===== src/rtl/evt_snap_pkg.sv =====
package evt_snap_pkg;

    localparam int ADDR_W = 4;
    localparam int BYTE_W = 8;

    localparam logic [ADDR_W-1:0] OFF_SNAP   = 4'h0;
    localparam logic [ADDR_W-1:0] OFF_SEL    = 4'h1;
    localparam logic [ADDR_W-1:0] OFF_WIN_LO = 4'h2;
    localparam logic [ADDR_W-1:0] OFF_WIN_HI = 4'h9;

    localparam int N_EVENT = 3;
    localparam int N_LIVE  = N_EVENT + 1;
    localparam int N_WALL  = 2;
    localparam int N_SNAP  = N_LIVE + N_WALL;

    typedef enum logic [2:0] {
        SLOT_CYC  = 3'd0,
        SLOT_INSN = 3'd1,
        SLOT_IRQ  = 3'd2,
        SLOT_NMI  = 3'd3,
        SLOT_WALL = 3'd4,
        SLOT_WSPL = 3'd5,
        SLOT_NONE = 3'd7
    } slot_e;

    typedef enum logic [BYTE_W-1:0] {
        SEL_CYC  = 8'h00,
        SEL_INSN = 8'h01,
        SEL_IRQ  = 8'h02,
        SEL_NMI  = 8'h03,
        SEL_WALL = 8'h80,
        SEL_WSPL = 8'h81
    } sel_code_e;

    typedef struct packed {
        logic [ADDR_W-1:0] off;
        logic [BYTE_W-1:0] wdata;
        logic              wr;
        logic              rd;
    } bus_req_t;

    function automatic slot_e decode_sel(input logic [BYTE_W-1:0] code);
        case (code)
            SEL_CYC:  return SLOT_CYC;
            SEL_INSN: return SLOT_INSN;
            SEL_IRQ:  return SLOT_IRQ;
            SEL_NMI:  return SLOT_NMI;
            SEL_WALL: return SLOT_WALL;
            SEL_WSPL: return SLOT_WSPL;
            default:  return SLOT_NONE;
        endcase
    endfunction

    function automatic logic in_window(input logic [ADDR_W-1:0] off);
        return (off >= OFF_WIN_LO) && (off <= OFF_WIN_HI);
    endfunction

endpackage


===== src/rtl/evt_live_bank.sv =====
module evt_live_bank
    import evt_snap_pkg::*;
#(
    parameter int CNT_W = 64,
    parameter int N_EV  = N_EVENT,
    localparam int N_CNT = N_EV + 1
) (
    input  logic                        clk,
    input  logic                        rst,
    input  logic [N_EV-1:0]             ev,
    output logic [N_CNT-1:0][CNT_W-1:0] live
);

    always_ff @(posedge clk) begin
        if (rst) begin
            live[0] <= '0;
        end else begin
            live[0] <= live[0] + CNT_W'(1);
        end
    end

    for (genvar g = 0; g < N_EV; g++) begin : g_ev
        always_ff @(posedge clk) begin
            if (rst) begin
                live[g+1] <= '0;
            end else if (ev[g]) begin
                live[g+1] <= live[g+1] + CNT_W'(1);
            end
        end
    end

endmodule


===== src/rtl/evt_shadow_bank.sv =====
module evt_shadow_bank
    import evt_snap_pkg::*;
#(
    parameter int CNT_W  = 64,
    parameter int N_CNT  = N_LIVE,
    parameter int N_EXT  = N_WALL,
    localparam int N_ALL = N_CNT + N_EXT
) (
    input  logic                        clk,
    input  logic                        rst,
    input  logic                        grab,
    input  logic [N_CNT-1:0][CNT_W-1:0] live,
    input  logic [N_EXT-1:0][CNT_W-1:0] ext,
    output logic [N_ALL-1:0][CNT_W-1:0] snap
);

    for (genvar s = 0; s < N_ALL; s++) begin : g_slot
        logic [CNT_W-1:0] src;
        if (s < N_CNT) begin : g_live
            assign src = live[s];
        end else begin : g_ext
            assign src = ext[s-N_CNT];
        end
        always_ff @(posedge clk) begin
            if (rst) begin
                snap[s] <= '0;
            end else if (grab) begin
                snap[s] <= src;
            end
        end
    end

endmodule


===== src/rtl/evt_window_mux.sv =====
module evt_window_mux
    import evt_snap_pkg::*;
#(
    parameter int CNT_W  = 64,
    parameter int N_ALL  = N_SNAP,
    localparam int WIN_B = CNT_W / BYTE_W
) (
    input  bus_req_t                    req,
    input  logic [BYTE_W-1:0]           sel,
    input  logic [N_ALL-1:0][CNT_W-1:0] snap,
    output logic [BYTE_W-1:0]           rdata
);

    slot_e            slot;
    logic [CNT_W-1:0] chosen;
    int unsigned      bidx;

    always_comb begin
        slot   = decode_sel(sel);
        chosen = '0;
        for (int s = 0; s < N_ALL; s++) begin
            if (slot != SLOT_NONE && int'(slot) == s) begin
                chosen = snap[s];
            end
        end
    end

    always_comb begin
        bidx  = 32'(req.off) - 32'(OFF_WIN_LO);
        rdata = '0;
        if (req.rd) begin
            if (req.off == OFF_SEL) begin
                rdata = sel;
            end else if (in_window(req.off) && bidx < WIN_B) begin
                rdata = chosen[bidx*BYTE_W +: BYTE_W];
            end
        end
    end

endmodule


===== src/rtl/evt_snap_ctr.sv =====
module evt_snap_ctr
    import evt_snap_pkg::*;
#(
    parameter int CNT_W = 64
) (
    input  logic              clk,
    input  logic              rst,
    input  logic [3:0]        bus_off,
    input  logic [7:0]        bus_wdata,
    input  logic              bus_wr,
    input  logic              bus_rd,
    output logic [7:0]        bus_rdata,
    input  logic              ev_insn,
    input  logic              ev_irq,
    input  logic              ev_nmi,
    input  logic [CNT_W-1:0]  wall_time,
    input  logic [CNT_W-1:0]  wall_split
);

    bus_req_t                          req;
    logic [BYTE_W-1:0]                 sel_q;
    logic                              grab;
    logic [N_LIVE-1:0][CNT_W-1:0]      live;
    logic [N_WALL-1:0][CNT_W-1:0]      ext;
    logic [N_SNAP-1:0][CNT_W-1:0]      snap;

    assign req  = '{off: bus_off, wdata: bus_wdata, wr: bus_wr, rd: bus_rd};
    assign grab = req.wr && (req.off == OFF_SNAP);
    assign ext  = {wall_split, wall_time};

    always_ff @(posedge clk) begin
        if (rst) begin
            sel_q <= '0;
        end else if (req.wr && req.off == OFF_SEL) begin
            sel_q <= req.wdata;
        end
    end

    evt_live_bank #(.CNT_W(CNT_W), .N_EV(N_EVENT)) u_live (
        .clk  (clk),
        .rst  (rst),
        .ev   ({ev_nmi, ev_irq, ev_insn}),
        .live (live)
    );

    evt_shadow_bank #(.CNT_W(CNT_W), .N_CNT(N_LIVE), .N_EXT(N_WALL)) u_shadow (
        .clk  (clk),
        .rst  (rst),
        .grab (grab),
        .live (live),
        .ext  (ext),
        .snap (snap)
    );

    evt_window_mux #(.CNT_W(CNT_W), .N_ALL(N_SNAP)) u_win (
        .req   (req),
        .sel   (sel_q),
        .snap  (snap),
        .rdata (bus_rdata)
    );

endmodule


===== config.mk =====
export PLATFORM = sky130hd
export DESIGN_NAME = evt_snap_ctr
export DESIGN_NICKNAME = d
export VERILOG_FILES = /design/src/rtl/evt_snap_pkg.sv /design/src/rtl/evt_live_bank.sv /design/src/rtl/evt_shadow_bank.sv /design/src/rtl/evt_window_mux.sv /design/src/rtl/evt_snap_ctr.sv
export SDC_FILE = /design/constraint.sdc
export NUM_CORES = 2
export LEC_CHECK = 0
export ABC_AREA = 1
export BUFFER_PORTS_ARGS = -buffer_cell sky130_fd_sc_hd__buf_2
export CAP_MARGIN = 20
export CORE_MARGIN = 2
export CORE_UTILIZATION = 31
export CTS_CLUSTER_DIAMETER = 60
export DETAILED_ROUTE_END_ITERATION = 7
export PLACE_DENSITY_LB_ADDON = 0.1
export SYNTH_ARGS = -nofsm -noshare
export SYNTH_HDL_FRONTEND = slang
export SYNTH_SLANG_ARGS = --single-unit

===== constraint.sdc =====
create_clock -name clk -period 11.3 [get_ports clk]
set_clock_uncertainty 0.2 [all_clocks]
set_input_delay 3.39 -clock clk [delete_from_list [all_inputs] [get_ports clk]]
set_output_delay 3.39 -clock clk [all_outputs]
set_load 0.02 [all_outputs]

==> reports/results.ini <==
[status]
outcome = complete, no violations

[synthesis]
syn_nets = 4706
yosys.area.top_type_share_pct = 41.60
synth_edf_count = 0
yosysWarnings = 0
ys_top_cells_by_count = inv_1, dfxtp_1, o21ai_0
synthCells = 4552
synth_top_area_cell = dfxtp_1
avgSynthCellArea_um2 = 6.851
ys_async_sr_fraction_pct = 0
ys_types = 48
ys_ff_latch = 648
seq_area_frac_synth_pct = 41.60
synth_area_leaders = dfxtp_1, o21ai_0, a21oi_1
synthFlopType = dfxtp_1
synth.most_common_cell = inv_1
syn-cell-area_mm2 = 0.03119

[timing]
maxSlewHeadroom_pct = 21.97
min_period_ns = 9.551
tightest_slew_ns = 1.158
fmax_mhz = 104.7
final_max_slew_viol_count = 0
finalCritPeriodShare_pct = 84.53
setup_viol = 0
grt_setup_unrepaired = no
fin_tns_setup_ns = 0
finalHoldViolCount = 0
fin_worst_hold_slack_ns = 0.2442

[finish]
antennaDiodeCount = 0
layout.nets = 4752
fillCellCount = 10980
syn2layout_area_growth_pct = 14.89
multiInputGateArea_mm2 = 0.01451
stdcell_count = 5963
seq_area_mm2 = 0.01297
fin_area_mm2 = 0.03583
drive_gt1_share_pct = 8.210

[placed_design]
postPlaceCellArea_mm2 = 0.03288
place_congestion = 0.9441
port_buffers = 154
placed_cells = 5806
dp_hpwl_um = 100600

[setup_path]
timing.rr.start = u_live.live[0]$_SDFF_PP0_
cp_cell_sequence = buf_2 > inv_1 > buf_4 > o21ai_0 > o21bai_1 > nand3_1 > nand3_1 > nand3_1 > a21oi_1 > buf_2
end_kind = output pin
cp_slowest_cell = buf_2
critPathTopFamily = buffers and inverters
path_class = in -> out
cp_max_fo = 28
critPathMostFrequentCell = nand3_1
required_ns = 7.71
cp-startpoint = bus_off[0]
crit_arrival_ns = 5.96
start_kind = input port
cp_num_buf_inv = 4
cp_slowest_stage_delay_ns = 0.46

[global_route]
grt_max_degree = 255
grt_util_met2_pct = 40.43
grt.busiest_layer = met2
grt_pass1_wl_um = 192100
grt_pass1_vias = 28250
met3_usage_pct = 2.985
use_met1_pct = 35.05
grt.overflow.total = 0
antenna_found_initial = 5
gr-usage-all-layers_pct = 25.07

[clocking]
cts-hold-fix-buffers = 0
numCtsBuffers = 88
cts-resized-gates = 0
cts_tree = done
clkTransAtPathRegs_ns = 0.06
cts.htree.levels = 3
cts_setup_buffers = 0
ctsRootBufferMaster = clkbuf_16
insertion_delay_ns = 0.66
cts_sinks = 648
clk_path_buf_depth = 3

[route]
via_count = 30340
wl_um = 132300
viasPerCell = 5.088
first_pass_iters = 7
drtAntennaViolNets = 0
drt-initial-drc-count = 2798
wl_per_cell_um = 22.19
drc = 0

[min_path]
hold_start = u_shadow.snap[292]$_SDFFE_PP0P_
hold_path_class = reg -> reg

[power_and_ir_drop]
p_per_area_mw_per_mm2 = 153.6
peakVddDrop_uv = 94.15
leakage_nw = 12.44

[floorplanning]
initial_core_util_pct = 31.23
fp.dieW_um = 321.2
pin_count = 155
core_area_mm2 = 0.09986
std_cell_rows = 116
die_y_um = 321.2
fp.dieArea_mm2 = 0.1032

[job]
max_cap_violations = 0

## tightest hold or removal path: cells and delay by family, from the launching register on
kind                   cells  cell delay (ns)
flip-flops                 1             0.30
buffers and inverters      1             0.05
AO/OA/AOI/OAI              1             0.05
## per-stage QoR
step	setup WS (ns)	util [%]	power, mW
after global routing	1.665	35.88	5.687
after floorplan	2.191	-	2.566
after global placement	1.800	32.93	2.704
final	1.749	35.88	5.505
after CTS	1.785	35.88	5.564
after detailed placement	1.790	32.93	2.704
## cell families after synthesis
group / share of synthesized area, %
AND/OR/NAND/NOR: 24.66
XOR/XNOR: 1.797
AO/OA/AOI/OAI: 19.74
flip-flops: 41.60
adder cells (fa/ha/maj): 0.2808
buffers and inverters: 11.92
## where the power goes
| group | internal [mW] | switching (mW) |
|---|---|---|
| clock network | 1.74 | 1.11 |
| logic | 0.0879 | 0.227 |
| registers | 2.32 | 0.0245 |
| total | 4.15 | 1.36 |
## state kept, by name, summed over array words and instances, names as in the netlist
name           cells
u_live.live      256
u_shadow.snap    384
sel_q              8
## placed cells by master, fill, tap and decap left out, drive strengths merged, types with 2 or more instances in the layout
cell type	netlist	final
o211ai	4	4
clkinv	0	12
dfxtp	648	648
or4	2	2
nand3b	18	18
clkinvlp	0	7
xor2	49	49
and3	4	4
nand4	119	119
nand3	343	343
o21bai	21	21
a31oi	5	5
nor2	433	433
o21a	27	27
or2	12	12
nor3	147	147
bufinv	0	8
inv	730	738
nand2	541	541
a211oi	2	2
nor4	50	50
clkbuf	163	122
o21ai	580	580
ha	7	7
buf	64	183
nor3b	6	6
a21oi	556	556
xnor2	15	15
## routing by layer
layer	wire, um	vias to the layer above
met3	7056	136
met5	13	-
li1	-	15090
met4	3470	2
met2	60200	832
met1	61600	14280
## area by class of cell
cell class	instances	area share, %
clock inverters	35	1.212
repair buffers	183	2.870
clock buffers	122	7.015
multi-input cells	2947	40.49
inverters	730	7.672
well taps	1298	4.533
flip-flops and latches	648	36.20
## final timing paths
check	to	slack, ns	cells past startpoint
max	bus_rdata[2]	1.75	10
min	u_shadow.snap[292]$_SDFFE_PP0P_	0.24	2
max reg2reg	u_live.live[62]$_SDFF_PP0_	8.33	9
min reg2reg	u_shadow.snap[292]$_SDFFE_PP0P_	0.24	2
Power figures use the tool's default switching activity.
